`src/rtl/acq_seq_pkg.sv`:
```
package acq_seq_pkg;

  typedef enum logic [2:0] {
    ST_BOOT,
    ST_CAL_REQ,
    ST_CAL_WAIT,
    ST_SLEEP,
    ST_SETTLE,
    ST_ACQ_REQ,
    ST_ACQ_WAIT
  } seq_state_e;

  function automatic longint us_to_cyc(longint clk_hz, longint us);
    longint c;
    c = (clk_hz * us) / 64'd1_000_000;
    return (c < 1) ? 64'd1 : c;
  endfunction

  function automatic longint ns_to_cyc(longint clk_hz, longint ns);
    longint c;
    c = (clk_hz * ns) / 64'd1_000_000_000;
    return (c < 1) ? 64'd1 : c;
  endfunction

endpackage

```
`src/rtl/seq_timer.sv`:
```
module seq_timer #(
  parameter int unsigned W = 8
) (
  input  logic         clk_i,
  input  logic         rst_ni,
  input  logic         load_i,
  input  logic [W-1:0] load_val_i,
  output logic         zero_o
);

  logic [W-1:0] cnt_q;

  always_ff @(posedge clk_i or negedge rst_ni) begin
    if (!rst_ni)             cnt_q <= '0;
    else if (load_i)         cnt_q <= load_val_i;
    else if (cnt_q != '0)    cnt_q <= cnt_q - 1'b1;
  end

  assign zero_o = (cnt_q == '0);

endmodule

```
`src/rtl/pu_ctrl.sv`:
```
module pu_ctrl #(
  parameter int unsigned PU_W     = 8,
  parameter int unsigned PU_MAX   = 200,
  parameter int unsigned MARK_AT  = 80,
  parameter int unsigned MARK_W   = 2,
  parameter int unsigned CAL_AT   = 200,
  parameter int unsigned DBG_WIN  = 200
) (
  input  logic clk_i,
  input  logic rst_ni,
  input  logic fast_strap_i,
  input  logic dbg_sense_i,
  input  logic stuck_clr_i,
  output logic fast_o,
  output logic dbg_mode_o,
  output logic key3_stuck_o,
  output logic marker_o,
  output logic cal_due_o
);

  localparam logic [PU_W-1:0] L_MAX   = PU_W'(PU_MAX);
  localparam logic [PU_W-1:0] L_MA    = PU_W'(MARK_AT);
  localparam logic [PU_W-1:0] L_ME    = PU_W'(MARK_AT + MARK_W);
  localparam logic [PU_W-1:0] L_CAL   = PU_W'(CAL_AT - 1);
  localparam logic [PU_W-1:0] L_DBG   = PU_W'(DBG_WIN - 1);

  logic [PU_W-1:0] pu_cnt_q;
  logic            first;
  logic            fast_q, dbg_q, stuck_q;

  assign first = (pu_cnt_q == '0);

  // free-running power-up time base, saturates once every milestone is past
  always_ff @(posedge clk_i or negedge rst_ni) begin
    if (!rst_ni)                 pu_cnt_q <= '0;
    else if (pu_cnt_q != L_MAX)  pu_cnt_q <= pu_cnt_q + 1'b1;
  end

  // straps captured on the edge that ends reset
  always_ff @(posedge clk_i or negedge rst_ni) begin
    if (!rst_ni) begin
      fast_q <= 1'b0;
      dbg_q  <= 1'b0;
    end else if (first) begin
      fast_q <= fast_strap_i;
      dbg_q  <= dbg_sense_i;
    end
  end

  always_ff @(posedge clk_i or negedge rst_ni) begin
    if (!rst_ni)                                            stuck_q <= 1'b0;
    else if (stuck_clr_i)                                   stuck_q <= 1'b0;
    else if (pu_cnt_q == L_DBG && dbg_q && dbg_sense_i)     stuck_q <= 1'b1;
  end

  assign marker_o     = (pu_cnt_q >= L_MA) && (pu_cnt_q < L_ME);
  assign cal_due_o    = (pu_cnt_q == L_CAL);
  assign fast_o       = fast_q;
  assign dbg_mode_o   = dbg_q;
  assign key3_stuck_o = stuck_q;

endmodule

```
`src/rtl/seq_fsm.sv`:
```
module seq_fsm
  import acq_seq_pkg::*;
#(
  parameter int unsigned TW       = 8,
  parameter int unsigned FAST_C   = 64,
  parameter int unsigned SLOW_C   = 256,
  parameter int unsigned SETTLE_C = 20
) (
  input  logic          clk_i,
  input  logic          rst_ni,
  input  logic          cal_due_i,
  input  logic          fast_i,
  input  logic          acq_done_i,
  input  logic          recal_i,
  input  logic          tmr_zero_i,
  output logic          tmr_load_o,
  output logic [TW-1:0] tmr_val_o,
  output logic          cal_start_o,
  output logic          cal_req_o,
  output logic          acq_req_o
);

  localparam logic [TW-1:0] L_FAST   = TW'(FAST_C - 1);
  localparam logic [TW-1:0] L_SLOW   = TW'(SLOW_C - 1);
  localparam logic [TW-1:0] L_SETTLE = TW'(SETTLE_C - 1);

  seq_state_e state_q, state_d;

  always_comb begin
    state_d    = state_q;
    tmr_load_o = 1'b0;
    unique case (state_q)
      ST_BOOT:     if (cal_due_i) state_d = ST_CAL_REQ;
      ST_CAL_REQ:  state_d = ST_CAL_WAIT;
      ST_CAL_WAIT: if (acq_done_i) begin state_d = ST_SLEEP; tmr_load_o = 1'b1; end
      ST_SLEEP:    if (tmr_zero_i) begin state_d = ST_SETTLE; tmr_load_o = 1'b1; end
      ST_SETTLE:   if (tmr_zero_i) state_d = ST_ACQ_REQ;
      ST_ACQ_REQ:  state_d = ST_ACQ_WAIT;
      ST_ACQ_WAIT: if (acq_done_i) begin state_d = ST_SLEEP; tmr_load_o = 1'b1; end
      default:     state_d = ST_BOOT;
    endcase
    // detector recalibration overrides the loop once power-up is over
    if (recal_i && state_q != ST_BOOT && state_q != ST_CAL_REQ) begin
      state_d    = ST_CAL_REQ;
      tmr_load_o = 1'b0;
    end
  end

  always_ff @(posedge clk_i or negedge rst_ni) begin
    if (!rst_ni) state_q <= ST_BOOT;
    else         state_q <= state_d;
  end

  assign tmr_val_o   = (state_q == ST_SLEEP) ? L_SETTLE : (fast_i ? L_FAST : L_SLOW);
  assign cal_start_o = (state_d == ST_CAL_REQ) && (state_q != ST_CAL_REQ);
  assign cal_req_o   = (state_q == ST_CAL_REQ);
  assign acq_req_o   = (state_q == ST_ACQ_REQ);

endmodule

```
`src/rtl/acq_sequencer.sv`:
```
module acq_sequencer
  import acq_seq_pkg::*;
#(
  parameter int unsigned CLK_HZ        = 32_000_000,
  parameter int unsigned MARK_AT_US    = 20_000,
  parameter int unsigned MARK_NS       = 500,
  parameter int unsigned CAL_AT_US     = 50_000,
  parameter int unsigned FAST_SLEEP_US = 16_000,
  parameter int unsigned SLOW_SLEEP_US = 64_000,
  parameter int unsigned SETTLE_US     = 500,
  parameter int unsigned DBG_WIN_US    = 5_000_000
) (
  input  logic clk_i,
  input  logic rst_ni,
  input  logic fast_strap_i,
  input  logic dbg_sense_i,
  input  logic acq_done_i,
  input  logic recal_i,
  output logic cal_req_o,
  output logic acq_req_o,
  output logic dbg_mode_o,
  output logic key3_stuck_o,
  output logic marker_o
);

  localparam int unsigned MARK_AT_C = int'(us_to_cyc(CLK_HZ, MARK_AT_US));
  localparam int unsigned MARK_W_C  = int'(ns_to_cyc(CLK_HZ, MARK_NS));
  localparam int unsigned CAL_C     = int'(us_to_cyc(CLK_HZ, CAL_AT_US));
  localparam int unsigned FAST_C    = int'(us_to_cyc(CLK_HZ, FAST_SLEEP_US));
  localparam int unsigned SLOW_C    = int'(us_to_cyc(CLK_HZ, SLOW_SLEEP_US));
  localparam int unsigned SETTLE_C  = int'(us_to_cyc(CLK_HZ, SETTLE_US));
  localparam int unsigned DBG_C     = int'(us_to_cyc(CLK_HZ, DBG_WIN_US));
  localparam int unsigned MARK_E_C  = MARK_AT_C + MARK_W_C;
  localparam int unsigned PU_MAX0   = (CAL_C > DBG_C) ? CAL_C : DBG_C;
  localparam int unsigned PU_MAX    = (PU_MAX0 > MARK_E_C) ? PU_MAX0 : MARK_E_C;
  localparam int unsigned PU_W      = $clog2(PU_MAX + 1);
  localparam int unsigned T_MAX0    = (FAST_C > SLOW_C) ? FAST_C : SLOW_C;
  localparam int unsigned T_MAX     = (T_MAX0 > SETTLE_C) ? T_MAX0 : SETTLE_C;
  localparam int unsigned TW        = $clog2(T_MAX + 1);

  logic          fast_q, cal_due, cal_start;
  logic          tmr_load, tmr_zero;
  logic [TW-1:0] tmr_val;

  pu_ctrl #(
    .PU_W    (PU_W),
    .PU_MAX  (PU_MAX),
    .MARK_AT (MARK_AT_C),
    .MARK_W  (MARK_W_C),
    .CAL_AT  (CAL_C),
    .DBG_WIN (DBG_C)
  ) u_pu (
    .clk_i        (clk_i),
    .rst_ni       (rst_ni),
    .fast_strap_i (fast_strap_i),
    .dbg_sense_i  (dbg_sense_i),
    .stuck_clr_i  (cal_start),
    .fast_o       (fast_q),
    .dbg_mode_o   (dbg_mode_o),
    .key3_stuck_o (key3_stuck_o),
    .marker_o     (marker_o),
    .cal_due_o    (cal_due)
  );

  seq_fsm #(
    .TW       (TW),
    .FAST_C   (FAST_C),
    .SLOW_C   (SLOW_C),
    .SETTLE_C (SETTLE_C)
  ) u_fsm (
    .clk_i       (clk_i),
    .rst_ni      (rst_ni),
    .cal_due_i   (cal_due),
    .fast_i      (fast_q),
    .acq_done_i  (acq_done_i),
    .recal_i     (recal_i),
    .tmr_zero_i  (tmr_zero),
    .tmr_load_o  (tmr_load),
    .tmr_val_o   (tmr_val),
    .cal_start_o (cal_start),
    .cal_req_o   (cal_req_o),
    .acq_req_o   (acq_req_o)
  );

  seq_timer #(.W(TW)) u_tmr (
    .clk_i      (clk_i),
    .rst_ni     (rst_ni),
    .load_i     (tmr_load),
    .load_val_i (tmr_val),
    .zero_o     (tmr_zero)
  );

endmodule

```
`config.mk`:
```
export PLATFORM = sky130hd
export DESIGN_NAME = acq_sequencer
export DESIGN_NICKNAME = d
export VERILOG_FILES = /design/src/rtl/acq_seq_pkg.sv /design/src/rtl/seq_timer.sv /design/src/rtl/pu_ctrl.sv /design/src/rtl/seq_fsm.sv /design/src/rtl/acq_sequencer.sv
export SDC_FILE = /design/constraint.sdc
export NUM_CORES = 1
export LEC_CHECK = 0
export BUFFER_PORTS_ARGS = -buffer_cell sky130_fd_sc_hd__buf_2
export CAP_MARGIN = 10
export CORE_MARGIN = 2
export CORE_UTILIZATION = 45
export DETAILED_ROUTE_END_ITERATION = 10
export GPL_TIMING_DRIVEN = 0
export PLACE_DENSITY = 0.65
export SYNTH_ARGS = -nofsm -noshare
export SYNTH_HDL_FRONTEND = slang
export SYNTH_HIERARCHICAL = 1
export SYNTH_SLANG_ARGS = --single-unit
```
`constraint.sdc`:
```
create_clock -name clk_i -period 7 [get_ports clk_i]
set_input_delay 1.4 -clock clk_i [delete_from_list [all_inputs] [get_ports clk_i]]
set_output_delay 1.4 -clock clk_i [all_outputs]
set_load 0.02 [all_outputs]
```
==> reports/results.tsv <==
stage	metric	value	unit
floorplan	start_util	0.470	
worst_hold_path	holdPathStages	1	
timing	finalCritPeriodShare	0.479	
power	leakagePower	0.00145	uW
timing	hold_ws	0.503	ns
clock_network	cts_resized	0	
clock_network	cts_buffers	5	
setup_path	critPathLaunchType	flop	
placed_design	place_congestion	0.797	
grt	grt_pass1_vias	2351	
setup_path	worstSetupPathType	reg -> out	
setup_path	rrSetupSlack	3.88	ns
timing	slew_headroom	0.501	
clock_network	cts_root_buf	clkbuf_8	
floorplan	std_cell_rows	30	
timing	setup_viol	0	
worst_hold_path	hold_class	reg -> reg	
clock_network	clk_latency	0.31	ns
route	wl_met1	2.98	mm
worst_hold_path	holdPathEnd	u_pu/pu_cnt_q[27]	
synth	avgSynthCellArea	9.81	um2
floorplan	die_w	88.9	um
power	vdd_drop_max	0.109	mV
finish	syn2layout_area_growth	9.98	%
synth	synth.yosys.seq_area_share	0.424	
grt	grt_start_max_net_pins	56	
route	route.detailed.drc	0	
finish	multiInputGateArea	0.00166	mm2
finish	design_area	0.00357	mm2
grt	grt_pass1_wl	11.2	mm
timing	worst_slew_pin_slew	0.741	ns
route	drt_iter0_drc	114	
route	wl_met3	187	um
finish	n_fill_cell	672	
route	viasPerCell	5.39	
synth	postSynthCellCount	331	
run_status	outcome	complete, no violations	
timing	tns	0	ns
setup_path	cp-end-kind	output port	
floorplan	dieArea	0.00791	mm2
route	wl_met2	3.20	mm
grt	overflow	0	
clock_network	cts.sinks	55	
power	powerDensity	156	mW/mm2
clock_network	cts_tree	done	
clock_network	ctsHoldBuffers	0	
placed_design	hpwlAfterDp	4.58	mm
clock_network	clk_path_buf_depth	2	
clock_network	cts_max_level	2	
grt	antenna_found_initial	0	
clock_network	clk_pin_slew	0.10	ns
placed_design	placed_area	0.00345	mm2
worst_hold_path	min-delay-start	u_pu/pu_cnt_q[27]	
timing	drv_slew	0	
run	drv_cap	0	
floorplan	core	0.00691	mm2
timing	fmax	298	MHz
setup_path	r2r_end	u_tmr/cnt_q[6]	
setup_path	rr_startpoint	u_tmr/cnt_q[0]	
finish	drive_gt1_frac	0.168	
setup_path	critPathRequiredTime	5.60	ns
route	ant_nets	0	
route	routed_wl	6.42	mm
synth	synth_edf_count	0	
synth	async_flop_share	1.00	
finish	layout.nets	367	
synth	ys.flop_type	dfrtp_1	
route	vias	2445	
timing	finClkSkew	0.0120	ns
route	routed.top_layer	met4	
route	first_pass_iters	4	
synth	synth_seq_cells	55	
synth	mappedNetlistArea	0.00325	mm2
finish	antenna_cells	0	
finish	final_util	0.517	
finish	ff_latch_area	0.00138	mm2
timing	hold_viol	0	
grt	globalRouteTotalUtil	0.182	
synth	yosys_warnings	6	
timing	period_needed	3.35	ns
floorplan	die_height	88.9	um
setup_path	rr_worst_depth	12	
synth	synthDistinctLibCells	54	
timing	rsz0062_at_grt	no	
setup_path	arrival	1.95	ns
route	avgRoutedWirePerCell	14.1	um
clock_network	cts_setup_buffers	0	
placed_design	io_buffers	10	
setup_path	worstPathMaxFanout	6	
floorplan	ioPinCount	11	
## sequential cells by signal, summed over array words and instances, names as in the netlist
signal / flops
u_tmr/cnt_q: 21
u_pu/fast_o: 1
u_pu/key3_stuck_o: 1
u_pu/dbg_mode_o: 1
u_fsm/state_q: 3
u_pu/pu_cnt_q: 28
## cell families (layout without fill, tap and decap cells)
kind of cell / count (synthesis) / count (layout) / share of synthesized area
multiplexers: 5 / 5 / 0.0185
AO/OA/AOI/OAI: 40 / 40 / 0.0886
AND/OR/NAND/NOR: 141 / 141 / 0.262
XOR/XNOR: 43 / 43 / 0.116
buffers and inverters: 42 / 60 / 0.0748
flip-flops: 55 / 55 / 0.424
other: 1 / 10 / 0.00115
adder cells (fa/ha/maj): 4 / 4 / 0.0154
## layer usage
metal / track usage / up-vias
met4: 0.0475 / 0
met3: 0.0305 / 5
met5: 0 / -
met1: 0.244 / 1189
met2: 0.309 / 41
li1: - / 1210
## placed cells by master, fill, tap and decap left out, drive strengths merged, types with 5 or more instances in the layout
master / netlist / layout
a21oi: 5 / 5
a22o: 6 / 6
and3: 5 / 5
buf: 24 / 34
clkbuf: 8 / 14
conb: 1 / 10
dfrtp: 55 / 55
inv: 10 / 10
mux2: 5 / 5
nand2: 31 / 31
nand3: 17 / 17
nand4: 16 / 16
nor2: 16 / 16
nor3: 13 / 13
nor4: 12 / 12
o21ai: 8 / 8
o31ai: 8 / 8
or4: 6 / 6
xnor2: 34 / 34
xor2: 9 / 9
## metrics by stage
stage,worst slack [ns],cells,power (uW)
floorplan,3.86,340,333
global placement,3.92,446,342
detailed placement,3.90,446,342
CTS,3.61,454,563
global route,3.47,454,577
finish,3.65,454,556
## cell type report
type                       instances  share of cell area
multi-input combinational        243               0.465
sequential                        55               0.385
buffer                            32              0.0575
tap                               96              0.0336
clock buffer                       6              0.0231
timing repair buffer              10              0.0147
inverter                          10              0.0105
clock inverter                     2             0.00981
## worst max-delay path, cell delays in order (launching register included)
cell and delay (ns):
dfrtp_1 0.45, nor4_1 0.54, nand4_1 0.16, nor4_1 0.29, buf_2 0.22
## worst max-delay path by stage
stage	from	end	cells after the start
2_1_floorplan	u_pu/pu_cnt_q[11]	marker_o	3
3_3_place_gp	u_tmr/cnt_q[0]	u_tmr/cnt_q[6]	12
3_5_place_dp	u_tmr/cnt_q[0]	u_tmr/cnt_q[6]	12
4_1_cts	u_pu/pu_cnt_q[6]	marker_o	4
5_1_grt	u_pu/pu_cnt_q[6]	marker_o	4
6_report	u_pu/pu_cnt_q[6]	marker_o	4
## synthesized netlist by cell type (all sizes together) (6+ instances only)
library cell / number / area [um2]
nor2: 16 / 67.6
nand2: 31 / 116
a22o: 6 / 52.6
xnor2: 34 / 298
nand4: 16 / 100
nor4: 12 / 90.1
o21ai: 8 / 43.8
or4: 6 / 52.6
nor3: 13 / 65.1
nand3: 17 / 85.1
inv: 10 / 37.5
dfrtp: 55 / 1380
o31ai: 8 / 60.1
clkbuf: 8 / 30.0
buf: 24 / 175
xor2: 9 / 78.8
## power by group
group	internal (uW)	switching, uW	total, uW
Combinational	6.84	9.87	16.7
Sequential	318	0.541	319
Clock	116	105	221
(Power assumes the default switching activity.)
